==> src/rtl/tick_timer_pkg.sv <==
package tick_timer_pkg;
  localparam int ADDR_W = 3;

  localparam logic [ADDR_W-1:0] A_CTRL   = 3'd0;
  localparam logic [ADDR_W-1:0] A_TRIG   = 3'd1;
  localparam logic [ADDR_W-1:0] A_IEN    = 3'd2;
  localparam logic [ADDR_W-1:0] A_STAT   = 3'd3;
  localparam logic [ADDR_W-1:0] A_EVGEN  = 3'd4;
  localparam logic [ADDR_W-1:0] A_COUNT  = 3'd5;
  localparam logic [ADDR_W-1:0] A_PSC    = 3'd6;
  localparam logic [ADDR_W-1:0] A_RELOAD = 3'd7;

  localparam int B_RUN      = 0;
  localparam int B_UPD_OFF  = 1;
  localparam int B_OVF_ONLY = 2;
  localparam int B_ONE_SHOT = 3;
  localparam int B_RLD_BUF  = 7;

  localparam int TSEL_LSB = 4;
  localparam int TSEL_W   = 3;

  typedef enum logic [TSEL_W-1:0] {
    TRG_SWREQ  = 3'd0,
    TRG_RUN    = 3'd1,
    TRG_UPDATE = 3'd2
  } trg_src_e;

  typedef struct packed {
    logic rld_buf;
    logic one_shot;
    logic ovf_only;
    logic upd_off;
    logic run;
  } ctl_t;
endpackage

==> src/rtl/tt_regfile.sv <==
module tt_regfile
  import tick_timer_pkg::*;
#(
  parameter int DATA_W = 32,
  parameter int CNT_W  = 32
) (
  input  logic              clk,
  input  logic              rst_n,
  input  logic [ADDR_W-1:0] bus_addr,
  input  logic              bus_we,
  input  logic [DATA_W-1:0] bus_wdata,
  output logic [DATA_W-1:0] bus_rdata,
  input  logic [CNT_W-1:0]  cnt_val,
  input  logic              hw_stop,
  input  logic              flag_set,
  output ctl_t              ctl,
  output logic [TSEL_W-1:0] tsel,
  output logic              ien,
  output logic              flag,
  output logic              sw_req,
  output logic              cnt_load,
  output logic              rld_load,
  output logic [CNT_W-1:0]  psc_val,
  output logic [CNT_W-1:0]  rld_shadow
);
  ctl_t              ctl_q, ctl_d;
  logic [TSEL_W-1:0] tsel_q, tsel_d;
  logic              ien_q, ien_d;
  logic              flag_q, flag_d;
  logic [CNT_W-1:0]  psc_q, psc_d;
  logic [CNT_W-1:0]  rld_q, rld_d;

  logic wr_ctrl, wr_trig, wr_ien, wr_stat, wr_evgen, wr_psc, wr_rld, wr_cnt;

  always_comb begin
    wr_ctrl  = bus_we && (bus_addr == A_CTRL);
    wr_trig  = bus_we && (bus_addr == A_TRIG);
    wr_ien   = bus_we && (bus_addr == A_IEN);
    wr_stat  = bus_we && (bus_addr == A_STAT);
    wr_evgen = bus_we && (bus_addr == A_EVGEN);
    wr_cnt   = bus_we && (bus_addr == A_COUNT);
    wr_psc   = bus_we && (bus_addr == A_PSC);
    wr_rld   = bus_we && (bus_addr == A_RELOAD);
  end

  always_comb begin
    ctl_d = ctl_q;
    if (wr_ctrl) begin
      ctl_d.run      = bus_wdata[B_RUN];
      ctl_d.upd_off  = bus_wdata[B_UPD_OFF];
      ctl_d.ovf_only = bus_wdata[B_OVF_ONLY];
      ctl_d.one_shot = bus_wdata[B_ONE_SHOT];
      ctl_d.rld_buf  = bus_wdata[B_RLD_BUF];
    end
    // hardware stop of a one-shot run beats a same-cycle software write
    if (hw_stop) ctl_d.run = 1'b0;

    tsel_d = wr_trig ? bus_wdata[TSEL_LSB +: TSEL_W] : tsel_q;
    ien_d  = wr_ien ? bus_wdata[0] : ien_q;
    psc_d  = wr_psc ? bus_wdata[CNT_W-1:0] : psc_q;
    rld_d  = wr_rld ? bus_wdata[CNT_W-1:0] : rld_q;

    flag_d = flag_q;
    if (wr_stat && bus_wdata[0]) flag_d = 1'b0;
    if (flag_set)                flag_d = 1'b1;
  end

  always_ff @(posedge clk or negedge rst_n) begin
    if (!rst_n) begin
      ctl_q  <= '0;
      tsel_q <= '0;
      ien_q  <= 1'b0;
      flag_q <= 1'b0;
      psc_q  <= '0;
      rld_q  <= '0;
    end else begin
      ctl_q  <= ctl_d;
      tsel_q <= tsel_d;
      ien_q  <= ien_d;
      flag_q <= flag_d;
      psc_q  <= psc_d;
      rld_q  <= rld_d;
    end
  end

  always_comb begin
    bus_rdata = '0;
    case (bus_addr)
      A_CTRL: begin
        bus_rdata[B_RUN]      = ctl_q.run;
        bus_rdata[B_UPD_OFF]  = ctl_q.upd_off;
        bus_rdata[B_OVF_ONLY] = ctl_q.ovf_only;
        bus_rdata[B_ONE_SHOT] = ctl_q.one_shot;
        bus_rdata[B_RLD_BUF]  = ctl_q.rld_buf;
      end
      A_TRIG:   bus_rdata[TSEL_LSB +: TSEL_W] = tsel_q;
      A_IEN:    bus_rdata[0] = ien_q;
      A_STAT:   bus_rdata[0] = flag_q;
      A_COUNT:  bus_rdata = DATA_W'(cnt_val);
      A_PSC:    bus_rdata = DATA_W'(psc_q);
      A_RELOAD: bus_rdata = DATA_W'(rld_q);
      default:  bus_rdata = '0;
    endcase
  end

  assign ctl        = ctl_q;
  assign tsel       = tsel_q;
  assign ien        = ien_q;
  assign flag       = flag_q;
  assign sw_req     = wr_evgen && bus_wdata[0];
  assign cnt_load   = wr_cnt;
  assign rld_load   = wr_rld;
  assign psc_val    = psc_q;
  assign rld_shadow = rld_q;

  // the event register never returns a set bit
  p_evgen_reads_zero_r8: assert property (@(posedge clk) disable iff (!rst_n)
    (bus_addr == A_EVGEN) |-> (bus_rdata == '0));
endmodule

==> src/rtl/tt_count_core.sv <==
module tt_count_core #(
  parameter int CNT_W = 32
) (
  input  logic             clk,
  input  logic             rst_n,
  input  logic             tick_en,
  input  logic             run,
  input  logic             upd_off,
  input  logic             ovf_only,
  input  logic             rld_buf,
  input  logic             sw_req,
  input  logic             cnt_load,
  input  logic             rld_load,
  input  logic [CNT_W-1:0] wdata,
  input  logic [CNT_W-1:0] psc_val,
  input  logic [CNT_W-1:0] rld_shadow,
  output logic [CNT_W-1:0] cnt_val,
  output logic             ovf_upd,
  output logic             upd,
  output logic             flag_set
);
  logic [CNT_W-1:0] psc_q, psc_d;
  logic [CNT_W-1:0] cnt_q, cnt_d;
  logic [CNT_W-1:0] act_q, act_d;
  logic step, psc_hit, cnt_tick, ovf, sw_upd;

  always_comb begin
    step     = run && tick_en;
    psc_hit  = (psc_q >= psc_val);
    cnt_tick = step && psc_hit;
    ovf      = cnt_tick && (cnt_q >= act_q);
    ovf_upd  = ovf && !upd_off;
    sw_upd   = sw_req && !upd_off;
    upd      = ovf_upd || sw_upd;
    flag_set = ovf_upd || (sw_upd && !ovf_only);
  end

  always_comb begin
    if (upd)       psc_d = '0;
    else if (step) psc_d = psc_hit ? '0 : psc_q + 1'b1;
    else           psc_d = psc_q;

    if (upd)           cnt_d = '0;
    else if (cnt_load) cnt_d = wdata;
    else if (ovf)      cnt_d = '0;
    else if (cnt_tick) cnt_d = cnt_q + 1'b1;
    else               cnt_d = cnt_q;

    if (rld_load && !rld_buf) act_d = wdata;
    else if (upd && rld_buf)  act_d = rld_shadow;
    else                      act_d = act_q;
  end

  always_ff @(posedge clk or negedge rst_n) begin
    if (!rst_n) begin
      psc_q <= '0;
      cnt_q <= '0;
      act_q <= '0;
    end else begin
      psc_q <= psc_d;
      cnt_q <= cnt_d;
      act_q <= act_d;
    end
  end

  assign cnt_val = cnt_q;

  // any update event leaves the counter at zero on the next cycle
  p_upd_zeroes_count_r8: assert property (@(posedge clk) disable iff (!rst_n)
    upd |=> (cnt_val == '0));
endmodule

==> src/rtl/tt_trig_out.sv <==
module tt_trig_out
  import tick_timer_pkg::*;
(
  input  logic              clk,
  input  logic              rst_n,
  input  logic [TSEL_W-1:0] tsel,
  input  logic              sw_req,
  input  logic              run,
  input  logic              upd,
  output logic              trig_out
);
  logic trig_d, trig_q;

  always_comb begin
    case (tsel)
      TRG_SWREQ:  trig_d = sw_req;
      TRG_RUN:    trig_d = run;
      TRG_UPDATE: trig_d = upd;
      default:    trig_d = 1'b0;
    endcase
  end

  always_ff @(posedge clk or negedge rst_n) begin
    if (!rst_n) trig_q <= 1'b0;
    else        trig_q <= trig_d;
  end

  assign trig_out = trig_q;
endmodule

==> src/rtl/tick_timer32.sv <==
module tick_timer32
  import tick_timer_pkg::*;
#(
  parameter int DATA_W = 32,
  parameter int CNT_W  = 32
) (
  input  logic              clk,
  input  logic              rst_n,
  input  logic              tick_en,
  input  logic [ADDR_W-1:0] bus_addr,
  input  logic              bus_we,
  input  logic [DATA_W-1:0] bus_wdata,
  output logic [DATA_W-1:0] bus_rdata,
  output logic              irq,
  output logic              trig_out
);
  logic [1:0] rst_sync;
  logic       rst_s_n;

  always_ff @(posedge clk or negedge rst_n) begin
    if (!rst_n) rst_sync <= 2'b00;
    else        rst_sync <= {rst_sync[0], 1'b1};
  end
  assign rst_s_n = rst_sync[1];

  ctl_t              ctl;
  logic [TSEL_W-1:0] tsel;
  logic              ien, flag, sw_req, cnt_load, rld_load;
  logic [CNT_W-1:0]  psc_val, rld_shadow, cnt_val;
  logic              ovf_upd, upd, flag_set, hw_stop;

  assign hw_stop = ovf_upd && ctl.one_shot;

  tt_regfile #(.DATA_W(DATA_W), .CNT_W(CNT_W)) u_regs (
    .clk        (clk),
    .rst_n      (rst_s_n),
    .bus_addr   (bus_addr),
    .bus_we     (bus_we),
    .bus_wdata  (bus_wdata),
    .bus_rdata  (bus_rdata),
    .cnt_val    (cnt_val),
    .hw_stop    (hw_stop),
    .flag_set   (flag_set),
    .ctl        (ctl),
    .tsel       (tsel),
    .ien        (ien),
    .flag       (flag),
    .sw_req     (sw_req),
    .cnt_load   (cnt_load),
    .rld_load   (rld_load),
    .psc_val    (psc_val),
    .rld_shadow (rld_shadow)
  );

  tt_count_core #(.CNT_W(CNT_W)) u_core (
    .clk        (clk),
    .rst_n      (rst_s_n),
    .tick_en    (tick_en),
    .run        (ctl.run),
    .upd_off    (ctl.upd_off),
    .ovf_only   (ctl.ovf_only),
    .rld_buf    (ctl.rld_buf),
    .sw_req     (sw_req),
    .cnt_load   (cnt_load),
    .rld_load   (rld_load),
    .wdata      (bus_wdata[CNT_W-1:0]),
    .psc_val    (psc_val),
    .rld_shadow (rld_shadow),
    .cnt_val    (cnt_val),
    .ovf_upd    (ovf_upd),
    .upd        (upd),
    .flag_set   (flag_set)
  );

  tt_trig_out u_trig (
    .clk      (clk),
    .rst_n    (rst_s_n),
    .tsel     (tsel),
    .sw_req   (sw_req),
    .run      (ctl.run),
    .upd      (upd),
    .trig_out (trig_out)
  );

  assign irq = flag && ien;

  // a one-shot overflow update drops the run bit
  p_one_shot_stop_r4: assert property (@(posedge clk) disable iff (!rst_s_n)
    (ovf_upd && ctl.one_shot) |=> !ctl.run);

  // with update events off the flag cannot rise
  p_upd_off_no_flag_r6: assert property (@(posedge clk) disable iff (!rst_s_n)
    (ctl.upd_off && !flag) |=> !flag);

  // a software request alone does not raise the flag in overflow-only mode
  p_ovf_only_filter_r5: assert property (@(posedge clk) disable iff (!rst_s_n)
    (ctl.ovf_only && sw_req && !ovf_upd && !flag) |=> !flag);
endmodule

==> config.mk <==
export PLATFORM = sky130hd
export DESIGN_NAME = tick_timer32
export DESIGN_NICKNAME = d
export VERILOG_FILES = /design/src/rtl/tick_timer_pkg.sv /design/src/rtl/tt_regfile.sv /design/src/rtl/tt_count_core.sv /design/src/rtl/tt_trig_out.sv /design/src/rtl/tick_timer32.sv
export SDC_FILE = /design/constraint.sdc
export NUM_CORES = 1
export LEC_CHECK = 0
export ABC_AREA = 0
export BUFFER_PORTS_ARGS = -buffer_cell sky130_fd_sc_hd__buf_4
export CAP_MARGIN = 30
export CORE_MARGIN = 1
export CORE_UTILIZATION = 41
export CTS_CLUSTER_SIZE = 16
export DETAILED_ROUTE_END_ITERATION = 6
export PLACE_DENSITY_LB_ADDON = 0.3
export RECOVER_POWER = 25
export SLEW_MARGIN = 20
export SYNTH_ARGS = -nofsm -noshare
export SYNTH_HDL_FRONTEND = slang
export SYNTH_SLANG_ARGS = --single-unit
==> constraint.sdc <==
create_clock -name clk -period 4.9 [get_ports clk]
set_clock_uncertainty 0.2 [all_clocks]
set_input_delay 0 -clock clk [delete_from_list [all_inputs] [get_ports clk]]
set_output_delay 0 -clock clk [all_outputs]
set_load 0.02 [all_outputs]
==> results list <==
- In this run the critical register-to-register path is captured at u_core.act_q[10].
* Count of distinct cell types in the synthesized netlist: 56
- Die Y: 162 um
- Number of synthesized flops with an enable pin: 0
* Count of synthesis-stage warnings from yosys: 0
- Area delta synth->final: 18.2%
- Hold Crit Class: in -> reg
- Syn avg cell area: 9.33 um^2
- Routability-driven placement finished with a final weighted congestion of 0.853.
- Placed wire-length estimate after detailed placement: 21200 um
* Minimum period implied by the final worst setup slack: 4120 ps
* Arrival time worst endpoint: 4230 ps
* Number of maximum-capacitance constraint violations: 2
* Length in cells of the worst reg-to-reg path: 10
- Adding up every negative setup slack in the final design gives 0 ps.
- Counting every instance in the synthesized netlist gives 1122.
* Comb pwr share: 0.265
- Setup repair after global routing missed its margin: false
* Filler instances: 2382
- The most critical setup path has its endpoint at u_core.act_q[10].
* CP Launch Point: bus_addr[1]
- In the global route stage, overall resource usage came out at 0.239.
- In this run the power spent charging and discharging nets is 0.00150 W.
- The worst path meets setup with 782 ps of slack.
* Placeable core region: 25100 um^2
- The die covers 26200 um^2.
- Run status: complete, but fails checks
- Summed over all layers, the routed wires come to 30500 um.
* Commonest non-fill, non-tap cell in the layout: sky130_fd_sc_hd__dfrtp_1
- Number of pins with negative max-slew slack in the final report: 92
- Fraction of power spent switching nets: 0.331
- The startpoint identified for the worst register-to-register timing path is u_core.cnt_val[14].
- The via count of the first global-routing pass is 8722.
- The critical path is of the in -> reg type.
- TritonCTS clock tree: built
* Power density normalized to cell area: 366 nW/um^2
- The worst setup path is launched from an input pin.
- Clock tree sinks: 173
- The H-tree was split into 4 levels.
* Most used flip-flop cell after synthesis: sky130_fd_sc_hd__dfrtp_1
- Initial standard-cell utilization of the core: 0.417
- Dividing the detail-routed via count by the number of cells gives 5.78.
- CTS Hold Bufs: 37
- Number of diodes added for antenna fixing: 0
- Timing analysis after detailed placement gives a worst setup slack of 1030 ps.
* LEAKAGE: 5.62 nW
* Category of the worst setup path capture point: flip-flop
- Cell Int Power: 0.00303 W
- Wire length of the first global-routing pass: 48100 um
- Mean routed wirelength per cell: 19.6 um
- Number of DRC markers in iteration 0: 616
- The count of buffers added on input and output ports is 72.
* Hold Fails Final Rpt: 0
* Chip width: 162 um
- The checks that failed: capacitance limit, slew limit.
* Post-CTS Setup Bufs: 0
- Antenna violations before repair: 1
- For flop-to-flop paths, the worst setup slack is 1010 ps.
- Sum of overflow across all layers after global routing: 0
- Setup violations remaining at the end of the flow were counted as 0.
- Timing would allow up to 0.243 GHz.
- No sink is reached through more buffers than the 2 on the longest clock path.
- After synthesis the netlist holds a flip-flop and latch count of 173.
* Worst-path clk slew: 70 ps
- Once detail routing completed, the nets flagged for antenna violations numbered 0.
* Drt pass-1 iters: 5
- Counting every net in the synthesized netlist gives 1227.
- In the finished design, the share of the clock period the worst path needs comes to 0.840.
- In this run the cell area of the synthesized design comes to 10500 um^2.
* Count of nets after finishing: 1320
- Clk_lat worst skew: 440 ps
- Floorplan row count: 58
- The tree is rooted in a sky130_fd_sc_hd__clkbuf_16.
- After detailed routing, the number of remaining DRC violations is 0.
* Slew of the pin with the lowest slew margin: 2770 ps
- I/O pin cnt: 73
* Proportion of register bits with asynchronous set or reset after synthesis: 1.00
- Of the total power, registers draw 0.429.
- Post-CTS sizing: 0
- Maximum number of pins on one net before global-route repair: 102
- In this run, CTS created clock tree buffers numbering 17.
- Peak supply drop: 0.204 mV
- Layout cells sized above 1: 0.164
- Crit path max fanout: 42
- Detailed routing inserted a total of 9007 vias.
* Clk pwr share: 0.306
* Data required time at the worst endpoint: 5020 ps
* Leading cell types in the layout, fill and taps excluded: sky130_fd_sc_hd__dfrtp_1 (173), sky130_fd_sc_hd__nand2_1 (116), sky130_fd_sc_hd__inv_1 (88), sky130_fd_sc_hd__buf_4 (84), sky130_fd_sc_hd__o21ai_0 (81)
- The worst pin sits at a relative slew slack of -0.848.
- Part of the Yosys area used for sequential elements: 0.414
## Yosys cell counts (all sizes together), types with 6 or more instances
cell | instances | area, um^2
nor2b | 31 | 194
mux2i | 12 | 120
a221oi | 11 | 96.3
clkbuf | 41 | 154
nand3 | 31 | 155
dfrtp | 173 | 4330
o22ai | 8 | 50.1
a22oi | 29 | 218
mux2 | 68 | 766
and3 | 12 | 75.1
a21oi | 35 | 179
nor3 | 26 | 130
and2 | 31 | 196
a221o | 34 | 340
nor2 | 77 | 292
nand2 | 116 | 435
o41ai | 10 | 87.6
a22o | 21 | 184
inv | 88 | 330
a211oi | 6 | 45.0
xor2 | 21 | 184
ha | 66 | 826
xnor2 | 8 | 70.1
o21ai | 85 | 437
nand4 | 27 | 169
buf | 13 | 65.1
## how the worst min path moves through the flow
stage	start	cells past startpoint	slack, ps	to
2_1_floorplan	rst_n	0	-500	rst_sync[0]
3_3_place_gp	rst_n	1	-420	rst_sync[0]
3_5_place_dp	rst_n	1	-420	rst_sync[0]
4_1_cts	bus_addr[0]	4	90	u_regs.flag
5_1_grt	bus_addr[0]	4	160	u_regs.flag
6_report	bus_addr[0]	4	90	u_regs.flag
## final cells by class
type / instances / area (um^2) / area share
inverters: 88 / 330 / 0.0267
repair buffers: 128 / 1090 / 0.0885
well taps: 330 / 413 / 0.0334
clock inverters: 12 / 134 / 0.0108
flip-flops and latches: 173 / 4330 / 0.350
clock buffers: 20 / 457 / 0.0369
multi-input cells: 807 / 5610 / 0.454
## flip-flops by register name, summed over array words and instances, names as in the netlist
| name | flops |
|---|---|
| u_core.psc_q | 32 |
| u_core.cnt_val | 32 |
| u_regs.rld_shadow | 32 |
| u_core.act_q | 32 |
| u_regs.ien | 1 |
| u_regs.tsel | 3 |
| rst_sync | 2 |
| u_trig.trig_out | 1 |
| u_regs.flag | 1 |
| u_regs.psc_val | 32 |
| u_regs.ctl | 5 |
## stage by stage
step                instance area (um^2)  hold slack, ps  instances  utilization  power, W
floorplan                          10500            -496       1122            -   0.00271
global route                       12400             161       1558        0.493   0.00478
finish                             12400            85.6       1558        0.493   0.00453
detailed placement                 11400            -416       1488        0.455   0.00313
global placement                   11400            -417       1486        0.453   0.00309
CTS                                12400            86.7       1557        0.493   0.00455
## per-layer routing
| metal | up-vias | track usage | wire [um] |
|---|---|---|---|
| met5 | - | 0 | 0 |
| met3 | 62 | 0.0442 | 1880 |
| met1 | 4390 | 0.338 | 13900 |
| li1 | 4213 | - | - |
| met4 | 0 | 0.0780 | 731 |
| met2 | 342 | 0.370 | 13900 |
## power by group through the flow
| stage | clock network (W) | logic (W) | registers, W |
|---|---|---|---|
| floorplan | 0 | 0.000809 | 0.00190 |
| global route | 0.00146 | 0.00134 | 0.00198 |
| detailed placement | 0 | 0.00116 | 0.00197 |
| finish | 0.00139 | 0.00120 | 0.00194 |
| CTS | 0.00141 | 0.00119 | 0.00194 |
| global placement | 0 | 0.00113 | 0.00196 |
## critical path, stage by stage
cell and delay, ps:
sky130_fd_sc_hd__dlygate4sd3_1 520, sky130_fd_sc_hd__clkbuf_1 1760, sky130_fd_sc_hd__nor2_1 220, sky130_fd_sc_hd__nand4_1 400
sky130_fd_sc_hd__o21ai_4 160, sky130_fd_sc_hd__and2_1 480, sky130_fd_sc_hd__buf_4 330, sky130_fd_sc_hd__a221o_1 340
## cells by family (layout without fill, tap and decap cells)
group | after synthesis | in the layout | synth area share
DFF | 173 | 173 | 0.414
AOI/OAI and AO/OA | 260 | 260 | 0.174
muxes | 80 | 80 | 0.0846
buffers and inverters | 142 | 248 | 0.0525
and+or+nand+nor | 371 | 371 | 0.172
adders and majority gates | 66 | 66 | 0.0789
other | 1 | 1 | 0.000358
xor gates and xnor gates | 29 | 29 | 0.0243
(Power assumes the default switching activity.)
